### config.mk
export PLATFORM = sky130hd
export DESIGN_NAME = tc_channel
export DESIGN_NICKNAME = d
export VERILOG_FILES = /design/src/rtl/tc_pkg.sv /design/src/rtl/tc_clk_sel.sv /design/src/rtl/tc_counter.sv /design/src/rtl/tc_irq.sv /design/src/rtl/tc_channel.sv
export SDC_FILE = /design/constraint.sdc
export NUM_CORES = 1
export LEC_CHECK = 0
export BUFFER_PORTS_ARGS = -buffer_cell sky130_fd_sc_hd__buf_2
export CORE_UTILIZATION = 57
export CTS_CLUSTER_DIAMETER = 120
export DETAILED_ROUTE_END_ITERATION = 8
export PLACE_DENSITY = 0.81
export SETUP_SLACK_MARGIN = 0.2
export SYNTH_ARGS = -nofsm -noshare
export SYNTH_HDL_FRONTEND = slang
export SYNTH_HIERARCHICAL = 1
export SYNTH_SLANG_ARGS = --single-unit
export TNS_END_PERCENT = 50
### constraint.sdc
create_clock -name clk -period 3.77 [get_ports clk]
set_input_delay 0.377 -clock clk [delete_from_list [all_inputs] [get_ports clk]]
set_output_delay 0.377 -clock clk [all_outputs]
set_load 0.1 [all_outputs]
### src/rtl/tc_pkg.sv
package tc_pkg;
  localparam int ADDR_W   = 4;
  localparam int DATA_W   = 32;
  localparam int NUM_DIV  = 4;
  localparam int NUM_SRC  = 3;

  localparam logic [ADDR_W-1:0] A_CTRL  = 4'd0;
  localparam logic [ADDR_W-1:0] A_MODE  = 4'd1;
  localparam logic [ADDR_W-1:0] A_COUNT = 4'd2;
  localparam logic [ADDR_W-1:0] A_CMPA  = 4'd3;
  localparam logic [ADDR_W-1:0] A_CMPC  = 4'd4;
  localparam logic [ADDR_W-1:0] A_STAT  = 4'd5;
  localparam logic [ADDR_W-1:0] A_MSET  = 4'd6;
  localparam logic [ADDR_W-1:0] A_MCLR  = 4'd7;
  localparam logic [ADDR_W-1:0] A_MASK  = 4'd8;

  localparam int CTL_START = 0;
  localparam int CTL_STOP  = 1;
  localparam int CTL_TRIG  = 2;

  localparam logic [3:0] SEL_SLOW = 4'(NUM_DIV);
  localparam logic [3:0] SEL_EXT  = 4'(NUM_DIV + 1);

  localparam int FLG_CMPC = 0;
  localparam int FLG_CMPA = 1;
  localparam int FLG_OVF  = 2;
  localparam int STAT_RUN = 16;

  typedef struct packed {
    logic       clr_on_c;
    logic       set_on_a;
    logic       stop_on_c;
    logic       auto_clr;
    logic [3:0] clk_sel;
  } mode_t;
endpackage

### src/rtl/tc_clk_sel.sv
module tc_clk_sel
  import tc_pkg::*;
#(
  parameter int SYNC_W = 2
) (
  input  logic       clk,
  input  logic       rst_n,
  input  logic       realign,
  input  logic [3:0] sel,
  input  logic       slow_in,
  input  logic       ext_in,
  output logic       tick
);
  localparam int PRE_W = 2 * NUM_DIV - 1;
  localparam int IDX_W = $clog2(NUM_DIV);

  logic [PRE_W-1:0]   pre;
  logic [NUM_DIV-1:0] tap;
  logic [1:0]         async_src;
  logic [1:0]         rise;

  always_ff @(posedge clk or negedge rst_n) begin
    if (!rst_n)       pre <= '0;
    else if (realign) pre <= '0;
    else              pre <= pre + 1'b1;
  end

  // divisor i is 2^(2i+1): tick when the low 2i+1 bits are all ones
  for (genvar i = 0; i < NUM_DIV; i++) begin : g_tap
    assign tap[i] = &pre[2*i:0];
  end

  assign async_src = {ext_in, slow_in};

  for (genvar j = 0; j < 2; j++) begin : g_sync
    logic [SYNC_W:0] sh;
    always_ff @(posedge clk or negedge rst_n) begin
      if (!rst_n) sh <= '0;
      else        sh <= {sh[SYNC_W-1:0], async_src[j]};
    end
    assign rise[j] = sh[SYNC_W-1] & ~sh[SYNC_W];
  end

  always_comb begin
    tick = 1'b0;
    if (sel < 4'(NUM_DIV))  tick = tap[sel[IDX_W-1:0]];
    else if (sel == SEL_SLOW) tick = rise[0];
    else if (sel == SEL_EXT)  tick = rise[1];
  end

  assert_div2_alternates_R1: assert property (@(posedge clk) disable iff (!rst_n)
    (tap[0] && !realign) |=> !tap[0]);
  assert_realign_quiet_R1: assert property (@(posedge clk) disable iff (!rst_n)
    realign |=> (tap == '0));
endmodule

### src/rtl/tc_counter.sv
module tc_counter
  import tc_pkg::*;
#(
  parameter int CNT_W = 16
) (
  input  logic             clk,
  input  logic             rst_n,
  input  logic             tick,
  input  logic             start,
  input  logic             run_on,
  input  logic             run_off,
  input  mode_t            mode,
  input  logic [CNT_W-1:0] cmp_a,
  input  logic [CNT_W-1:0] cmp_c,
  output logic [CNT_W-1:0] count,
  output logic             running,
  output logic             wave,
  output logic             ev_c,
  output logic             ev_a,
  output logic             ev_ovf
);
  logic step, at_c, at_a, at_top, clr_now;

  assign step    = running & tick;
  assign at_c    = step && (count == cmp_c);
  assign at_a    = step && (count == cmp_a);
  assign at_top  = step && (count == {CNT_W{1'b1}});
  assign clr_now = at_c && mode.auto_clr;

  assign ev_c   = at_c;
  assign ev_a   = at_a;
  assign ev_ovf = at_top && !clr_now;

  always_ff @(posedge clk or negedge rst_n) begin
    if (!rst_n)       count <= '0;
    else if (start)   count <= '0;
    else if (clr_now) count <= '0;
    else if (step)    count <= count + 1'b1;
  end

  always_ff @(posedge clk or negedge rst_n) begin
    if (!rst_n)                      running <= 1'b0;
    else if (run_off)                running <= 1'b0;
    else if (start || run_on)        running <= 1'b1;
    else if (at_c && mode.stop_on_c) running <= 1'b0;
  end

  always_ff @(posedge clk or negedge rst_n) begin
    if (!rst_n)                      wave <= 1'b0;
    else if (at_c && mode.clr_on_c)  wave <= 1'b0;
    else if (at_a && mode.set_on_a)  wave <= 1'b1;
  end

  assert_wrap_to_zero_R2: assert property (@(posedge clk) disable iff (!rst_n)
    (step && !start && count == {CNT_W{1'b1}}) |=> (count == '0));
  assert_auto_clear_R3: assert property (@(posedge clk) disable iff (!rst_n)
    (step && !start && mode.auto_clr && count == cmp_c) |=> (count == '0));
  assert_stop_on_c_R4: assert property (@(posedge clk) disable iff (!rst_n)
    (step && mode.stop_on_c && count == cmp_c && !start && !run_on) |=> !running);
  assert_stop_wins_R5: assert property (@(posedge clk) disable iff (!rst_n)
    run_off |=> !running);
  assert_hold_when_idle_R5: assert property (@(posedge clk) disable iff (!rst_n)
    (!running && !start) |=> $stable(count));
  assert_trigger_R6: assert property (@(posedge clk) disable iff (!rst_n)
    (start && !run_off) |=> (running && count == '0));
  assert_clear_wins_R9: assert property (@(posedge clk) disable iff (!rst_n)
    (step && mode.clr_on_c && count == cmp_c) |=> !wave);
endmodule

### src/rtl/tc_irq.sv
module tc_irq
  import tc_pkg::*;
(
  input  logic               clk,
  input  logic               rst_n,
  input  logic [NUM_SRC-1:0] raise,
  input  logic               rd_clr,
  input  logic               mset_we,
  input  logic               mclr_we,
  input  logic [NUM_SRC-1:0] wbits,
  output logic [NUM_SRC-1:0] flags,
  output logic [NUM_SRC-1:0] mask,
  output logic               irq
);
  always_ff @(posedge clk or negedge rst_n) begin
    if (!rst_n) flags <= '0;
    else        flags <= (flags & ~{NUM_SRC{rd_clr}}) | raise;
  end

  always_ff @(posedge clk or negedge rst_n) begin
    if (!rst_n)       mask <= '0;
    else if (mset_we) mask <= mask | wbits;
    else if (mclr_we) mask <= mask & ~wbits;
  end

  assign irq = |(flags & mask);

  assert_mask_set_R7: assert property (@(posedge clk) disable iff (!rst_n)
    mset_we |=> ((mask & $past(wbits)) == $past(wbits)));
  assert_mask_clear_R7: assert property (@(posedge clk) disable iff (!rst_n)
    mclr_we |=> ((mask & $past(wbits)) == '0));
  assert_read_clears_R8: assert property (@(posedge clk) disable iff (!rst_n)
    rd_clr |=> ((flags & ~$past(raise)) == '0));
  assert_raise_kept_R8: assert property (@(posedge clk) disable iff (!rst_n)
    (raise != '0) |=> ((flags & $past(raise)) == $past(raise)));
endmodule

### src/rtl/tc_channel.sv
module tc_channel
  import tc_pkg::*;
#(
  parameter int CNT_W  = 16,
  parameter int SYNC_W = 2
) (
  input  logic              clk,
  input  logic              rst_n,
  input  logic              slow_clk_in,
  input  logic              ext_clk_in,
  input  logic              bus_valid,
  input  logic              bus_write,
  input  logic [ADDR_W-1:0] bus_addr,
  input  logic [DATA_W-1:0] bus_wdata,
  output logic [DATA_W-1:0] bus_rdata,
  output logic              bus_rvalid,
  output logic              tioa,
  output logic              irq
);
  logic we, re;
  logic ctrl_we, mset_we, mclr_we, stat_rd;
  logic start, run_on, run_off;
  mode_t mode_q;
  logic [CNT_W-1:0] cmp_a_q, cmp_c_q, count;
  logic running, tick;
  logic ev_c, ev_a, ev_ovf;
  logic [NUM_SRC-1:0] flags, mask, raise;
  logic [DATA_W-1:0] rd_mux;
  logic [ADDR_W-1:0] rd_addr_q;

  assign we      = bus_valid && bus_write;
  assign re      = bus_valid && !bus_write;
  assign ctrl_we = we && bus_addr == A_CTRL;
  assign mset_we = we && bus_addr == A_MSET;
  assign mclr_we = we && bus_addr == A_MCLR;
  assign stat_rd = re && bus_addr == A_STAT;
  assign start   = ctrl_we && bus_wdata[CTL_TRIG];
  assign run_on  = ctrl_we && bus_wdata[CTL_START];
  assign run_off = ctrl_we && bus_wdata[CTL_STOP];

  always_ff @(posedge clk or negedge rst_n) begin
    if (!rst_n) begin
      mode_q  <= '0;
      cmp_a_q <= '0;
      cmp_c_q <= '0;
    end else if (we) begin
      if (bus_addr == A_MODE) mode_q  <= mode_t'(bus_wdata[7:0]);
      if (bus_addr == A_CMPA) cmp_a_q <= bus_wdata[CNT_W-1:0];
      if (bus_addr == A_CMPC) cmp_c_q <= bus_wdata[CNT_W-1:0];
    end
  end

  tc_clk_sel #(.SYNC_W(SYNC_W)) u_clk_sel (
    .clk     (clk),
    .rst_n   (rst_n),
    .realign (start),
    .sel     (mode_q.clk_sel),
    .slow_in (slow_clk_in),
    .ext_in  (ext_clk_in),
    .tick    (tick)
  );

  tc_counter #(.CNT_W(CNT_W)) u_counter (
    .clk     (clk),
    .rst_n   (rst_n),
    .tick    (tick),
    .start   (start),
    .run_on  (run_on),
    .run_off (run_off),
    .mode    (mode_q),
    .cmp_a   (cmp_a_q),
    .cmp_c   (cmp_c_q),
    .count   (count),
    .running (running),
    .wave    (tioa),
    .ev_c    (ev_c),
    .ev_a    (ev_a),
    .ev_ovf  (ev_ovf)
  );

  always_comb begin
    raise           = '0;
    raise[FLG_CMPC] = ev_c;
    raise[FLG_CMPA] = ev_a;
    raise[FLG_OVF]  = ev_ovf;
  end

  tc_irq u_irq (
    .clk     (clk),
    .rst_n   (rst_n),
    .raise   (raise),
    .rd_clr  (stat_rd),
    .mset_we (mset_we),
    .mclr_we (mclr_we),
    .wbits   (bus_wdata[NUM_SRC-1:0]),
    .flags   (flags),
    .mask    (mask),
    .irq     (irq)
  );

  always_comb begin
    rd_mux = '0;
    case (bus_addr)
      A_MODE:  rd_mux[7:0]       = mode_q;
      A_COUNT: rd_mux[CNT_W-1:0] = count;
      A_CMPA:  rd_mux[CNT_W-1:0] = cmp_a_q;
      A_CMPC:  rd_mux[CNT_W-1:0] = cmp_c_q;
      A_STAT: begin
        rd_mux[NUM_SRC-1:0] = flags;
        rd_mux[STAT_RUN]    = running;
      end
      A_MASK:  rd_mux[NUM_SRC-1:0] = mask;
      default: rd_mux = '0;
    endcase
  end

  always_ff @(posedge clk or negedge rst_n) begin
    if (!rst_n) begin
      bus_rdata  <= '0;
      bus_rvalid <= 1'b0;
      rd_addr_q  <= '0;
    end else begin
      bus_rvalid <= re;
      if (re) begin
        bus_rdata <= rd_mux;
        rd_addr_q <= bus_addr;
      end
    end
  end

  if (CNT_W < DATA_W) begin : g_upper_chk
    assert_upper_zero_R10: assert property (@(posedge clk) disable iff (!rst_n)
      (bus_rvalid && (rd_addr_q == A_COUNT || rd_addr_q == A_CMPA || rd_addr_q == A_CMPC))
      |-> (bus_rdata[DATA_W-1:CNT_W] == '0));
  end

  assert_irq_needs_mask_R11: assert property (@(posedge clk) disable iff (!rst_n)
    (irq && $past(mclr_we) && $past(bus_wdata[NUM_SRC-1:0]) == {NUM_SRC{1'b1}}) |-> 1'b0);
endmodule

# Word level (Yosys, flattened, before mapping)

Cells that the tools add are included.

Add/sub/neg operators: 2
$lt $le $gt $ge: 2
Equal/unequal tests: 13
Mux-type cells: 20
Bitwise operators: 12
Reductions and logical operators: 32

Operators with widths:

| kind                                                            | number |
|---|---|
| 16-bit two-way mux                                              | 3 |
| 16-bit == test                                                  | 2 |
| 4-bit by 3-bit == test with 1-bit output, second input constant | 6 |
| 8-bit case mux with 3 select lines                              | 1 |
| 5-bit case mux with 4 select lines                              | 1 |
| 3-bit case mux with 6 select lines                              | 1 |
| 1-bit logical AND                                               | 17 |
| 16-bit by 1-bit adder with 16-bit output, second input constant | 1 |
| 16-bit == test, second input constant                           | 1 |
| 1-bit two-way mux                                               | 10 |
| 3-bit bitwise AND                                               | 3 |
| 4-bit by 2-bit == test with 1-bit output, second input constant | 2 |
| 7-bit by 1-bit adder with 7-bit output, second input constant   | 1 |
| 7-bit two-way mux                                               | 1 |
| 7-bit AND reduction                                             | 1 |
| 3-bit two-way mux                                               | 2 |
| 3-bit NOT                                                       | 2 |
| 3-bit OR                                                        | 2 |
| 2-bit AND reduction                                             | 3 |
| 3-bit nonzero test                                              | 2 |
| 5-bit AND reduction                                             | 1 |
| 4-bit by 1-bit == test with 1-bit output, second input constant | 1 |
| 4-bit == test, second input constant                            | 1 |
| 4-bit zero test                                                 | 1 |
| 10 further kinds                                                | 15 |

Flip-flop bits (word level): 95
Output and inout port bits: 35
Logic and storage cells: 98

# Depth between registers and ports, before layout

Depth after elaboration: 11
Depth in mapped cells: 12
Gate-level depth less buffers: 11

# Cells and area by module

The synthesis kept the hierarchy.

By module, submodules not included:

| module     | instances | cells an instance | area each (µm²) |
|---|---|---|---|
| tc_channel | 1         | 241               | 2856.5 |
| tc_counter | 1         | 152               | 1318.8 |
| tc_clk_sel | 1         | 41                | 526.8 |
| tc_irq     | 1         | 18                | 229.0 |

# Least setup slack after synthesis

OpenSTA, ideal clock, no wires.

Kind: reg2reg
Start: register u_clk_sel.pre[0]
End: register u_counter.count[2]
Setup time: 0.121 ns
Arrival time: 2.764 ns
Setup slack: 0.885 ns
Cell stages (with the launch flop): 13
Buffers on the path: 1
Period minus slack after synthesis: 2.885 ns
Cells stage by stage: dfrtp_1 ha_1 and3_2 ha_1 nand2b_1 o311a_1 a2111oi_1 and2_1 clkbuf_1 o2111ai_1 o41ai_4 nor2_1 a22o_1

Longest elaborated chain between the ends: 9
Elaborated cells between the ends (all ways): 12
Classes of those cells: mux: 5; bitwise: 1; reduce/logical: 6

RTL lines:

| what                                              | line             | RTL |
|---|---|---|
| from (decl)                                       | tc_clk_sel.sv:17 | `logic [PRE_W-1:0] pre;` |
| from (signal assigned)                            | tc_clk_sel.sv:25 | `else pre <= pre + 1'b1;` |
| 7-bit AND reduction, or another cell as far along | tc_clk_sel.sv:30 | `assign tap[i] = &pre[2*i:0];` |
| 1-bit binary-select mux with 2-bit select *       | tc_clk_sel.sv:46 | `if (sel < 4'(NUM_DIV)) tick = tap[sel[IDX_W-1:0]];` |
| 1-bit two-way mux (implied by the code) *         | tc_clk_sel.sv:46 |  |
| 1-bit two-way mux *                               | tc_clk_sel.sv:46 |  |
| named net tick                                    | tc_channel.sv:25 | `logic running, tick;` |
| 1-bit bitwise AND *                               | tc_counter.sv:24 | `assign step = running & tick;` |
| 1-bit logical AND                                 | tc_counter.sv:25 | `assign at_c = step && (count == cmp_c);` |
| 1-bit logical AND                                 | tc_counter.sv:28 | `assign clr_now = at_c && mode.auto_clr;` |
| 16-bit two-way mux                                | tc_counter.sv:37 | `else if (clr_now) count <= '0;` |
| 16-bit two-way mux                                | tc_counter.sv:36 | `else if (start) count <= '0;` |
| to (signal assigned)                              | tc_counter.sv:38 | `else if (step) count <= count + 1'b1;` |
| to (decl)                                         | tc_counter.sv:15 | `output logic [CNT_W-1:0] count,` |

Mark *: on every way through the listed nets, which the timed path passes. The rest lies on a longest branch. The select of a mux whose other input is x is not followed.
A chain may end at the register's enable or synchronous reset.

# Final worst setup path

Same ends and word-level chain as after synthesis.

==> results.md <==
- Hold Fails Final Rpt: 0
- Peak supply drop: 244 uV
- Largest net degree at the start of global routing: 65
- Register area: between 0.002 and 0.0025 mm2
- Pwr Total: between 2 and 3 mW
- Period utilisation layout: around 84%
- Fill cell total of the finished layout: between 600 and 700
- Synth top cells by count: dfrtp_1 (95), mux2_2 (43), nor2_1 (28), xor2_1 (26), nand2_1 (22)
- Normalized max-slew margin: ~36%
- All-Layer GR Usage: between 20% and 30%
- Final setup vio count: 0
- Top FF cell, synth: dfrtp_1
- Cts hold-fix bufs: 0
- Max Freq: around 320 MHz
- Total CTS buffers: 9
- Max incr delay on CP: between 500 and 600 ps
- Leakage: roughly 2.5 nW
- Clock-pin slew on the worst setup and hold paths: about 90 ps
- Sequential share of the synthesized area: about half
- Clk Latency, worst-skew pair: 350 ps
- Cells along the critical path: ha_1, and3_2, ha_1, nand2b_1, o311a_1, a2111oi_1, and2_1, o2111ai_1, o41ai_4, nor2_1, a22o_1
- Antenna viol nets, final: 0
- Critical Path Slowest Stage Cell: o41ai_4
- Ranking of synthesized cells by area: dfrtp_1 (48%), mux2_2 (9.8%), xor2_1 (4.6%)
- HP Class: input port to async pin
- Worst Path Arrival: around 3400 ps
- Antenna violations before repair: 0
- Adder and majority cell fraction of the synthesized area: ~1.0%
- Hold_ws: approximately 97 ps
- DRC: 0
- Bufs on Longest Clock Path: 2
- Final wirelength: 11500 um
- Share of cells above drive strength 1: approximately 25%
- Tightest Pin Transition: about 960 ps
- Largest family of logic cells by synthesized area: compound AO/OA/AOI/OAI gates
- Worst Setup Start Kind: register
- Resize count post-CTS: 0
- Initial core utilization: about 59%
- Die W: around 95 um
- Avg Inst Size Synth: between 10 and 15 um2
- First-pass GRT wire length: around 18000 um
- Status: finished clean
- Final Util: ~64%
- Post-synth EDFFs: 0
- Sink Count: 95
- Async SR Flop Fraction: 100%
- # nets final: around 530
- Io pins: 77
- Bufs and invs on worst path: 0
- GPL Wtd Cong: around 0.94
- Cells after synthesis: around 450
- Synth top area share: about half
- Vias in the first global route: ~3500
- Wirelength per Cell: 19.3 um
- PortBufs: 45
- Largest fanout on the critical path: 10
- Post-Syn Area: 0.00493 mm2
- Max cap viols: 0
- Area Overhead vs Synth: 8.07%
- Diode count: 0
- Die area: 0.00903 mm2
- Final HPWL DP: ~8300 um
- Worst EP required: 4010 ps
- TritonRoute pass-1 iters: 5
- Netlist cell types: slightly below 60
- Period minus WS final: ~3200 ps
- Fin. max-slew vios: 0
- CP delay by family, top: compound AO/OA/AOI/OAI gates
- Root Driver: clkbuf_8
- Synth Area in XOR/XNOR: 5.51%
- Pwr dens: between 500 and 600 mW/mm2
- Clk_skew: 8.60 ps
- Setup Total Neg Slack: 0 ps
- Multiplexer area fraction after synthesis: between 9 and 10%
- FF+latch count, synth: between 90 and 100
- Complex-gate fraction of the synthesized area: about 16%
- CP Class: register to register
- Post-CTS setup buffer count: 0
- DRT iter0 DRCs: 350
- Multi-input gate area: approximately 0.0023 mm2
- Core area: 0.00830 mm2
- Post-synthesis simple-gate area fraction: ~14%
- Cell mode on critical path: ha_1
- CTS tree: done
- Most frequent cell after synthesis: dfrtp_1
- Synth area leader: dfrtp_1
- DR vias: around 3700
- Routed vias/inst: 6.24
- RSZ-0062 raised after global routing: false
- H-tree depth: 3
- Setup crit end kind: register
- Total gr overflow: 0
- Chip height: about 95 um
- Yosys warns: 6
- Row count: 33
## cell usage in the layout, fill, tap and decap left out, drive strengths merged, types with 10 or more instances in the layout
cell    instances
nand3          10
o21ai          24
nor2b          11
nor2           28
conb           15
xor2           26
mux2           43
nand2          24
a22oi          21
buf            48
a21oi          17
clkbuf         11
a22o           18
dfrtp          95
## registers in the layout, summed over array words and instances, names as in the netlist, named ones only
name / flops
bus_rdata: 17
cmp_a_q: 16
cmp_c_q: 16
u_counter/count: 16
mode_q: 8
u_clk_sel/pre: 7
u_clk_sel/g_sync.sh: 6
u_irq/flags: 3
bus_rvalid: 1
u_counter/running: 1
u_counter/wave: 1
## final timing paths
kind	startpoint	end	slack (ps)	depth (start not counted)
setup reg to reg	u_clk_sel/pre[0]	u_counter/count[2]	600	11
hold reg to reg	u_clk_sel/g_sync[1].sh[0]	u_clk_sel/g_sync[1].sh[1]	350	0
hold / removal	rst_n	bus_rdata[2]	100	1
min in group clk	slow_clk_in	u_clk_sel/g_sync[0].sh[0]	130	1
max in group asynchronous	rst_n	cmp_a_q[11]	2770	2
setup / recovery	u_clk_sel/pre[0]	u_counter/count[2]	600	11
## per-layer routing
metal,part of all wire (%),GRT usage [%],vias to the layer above,routed length (um)
met5,0,0,-,0
met4,2.8,12.9,0,323
met3,7.3,4.31,29,847
met2,47,42.9,198,5380
met1,43,37.6,1818,4980
li1,-,-,1687,-
## metrics by stage
step	std cells	instance area (um2)	worst slack, ps
6_report	598	5330	605
5_1_grt	598	5330	412
4_1_cts	598	5330	637
3_5_place_dp	582	5130	649
3_3_place_gp	582	5130	749
2_1_floorplan	466	4980	885
## power breakdown
group          internal [mW]  total [mW]  leakage, nW  switching [mW]
Combinational          0.267       0.722         1.19           0.454
Clock                  0.325       0.672        0.103           0.347
Sequential              1.19        1.42         1.22           0.225
## final cells by class
class / count / area share (%)
clock buffers: 11 / 2.65
well taps: 105 / 2.47
flip-flops and latches: 95 / 44.6
multi-input cells: 326 / 43.9
inverters: 8 / 0.564
repair buffers: 48 / 4.70
clock inverters: 5 / 1.08
## kinds of logic after synthesis
| group | Yosys count |
|---|---|
| simple gates | 126 |
| compound gates | 107 |
| flops | 95 |
| buf+inv | 45 |
| mux | 43 |
| xor+xnor | 31 |
| fa+ha+maj | 4 |
| other cells | 1 |
Note: power is estimated with default switching activity, not from simulation.
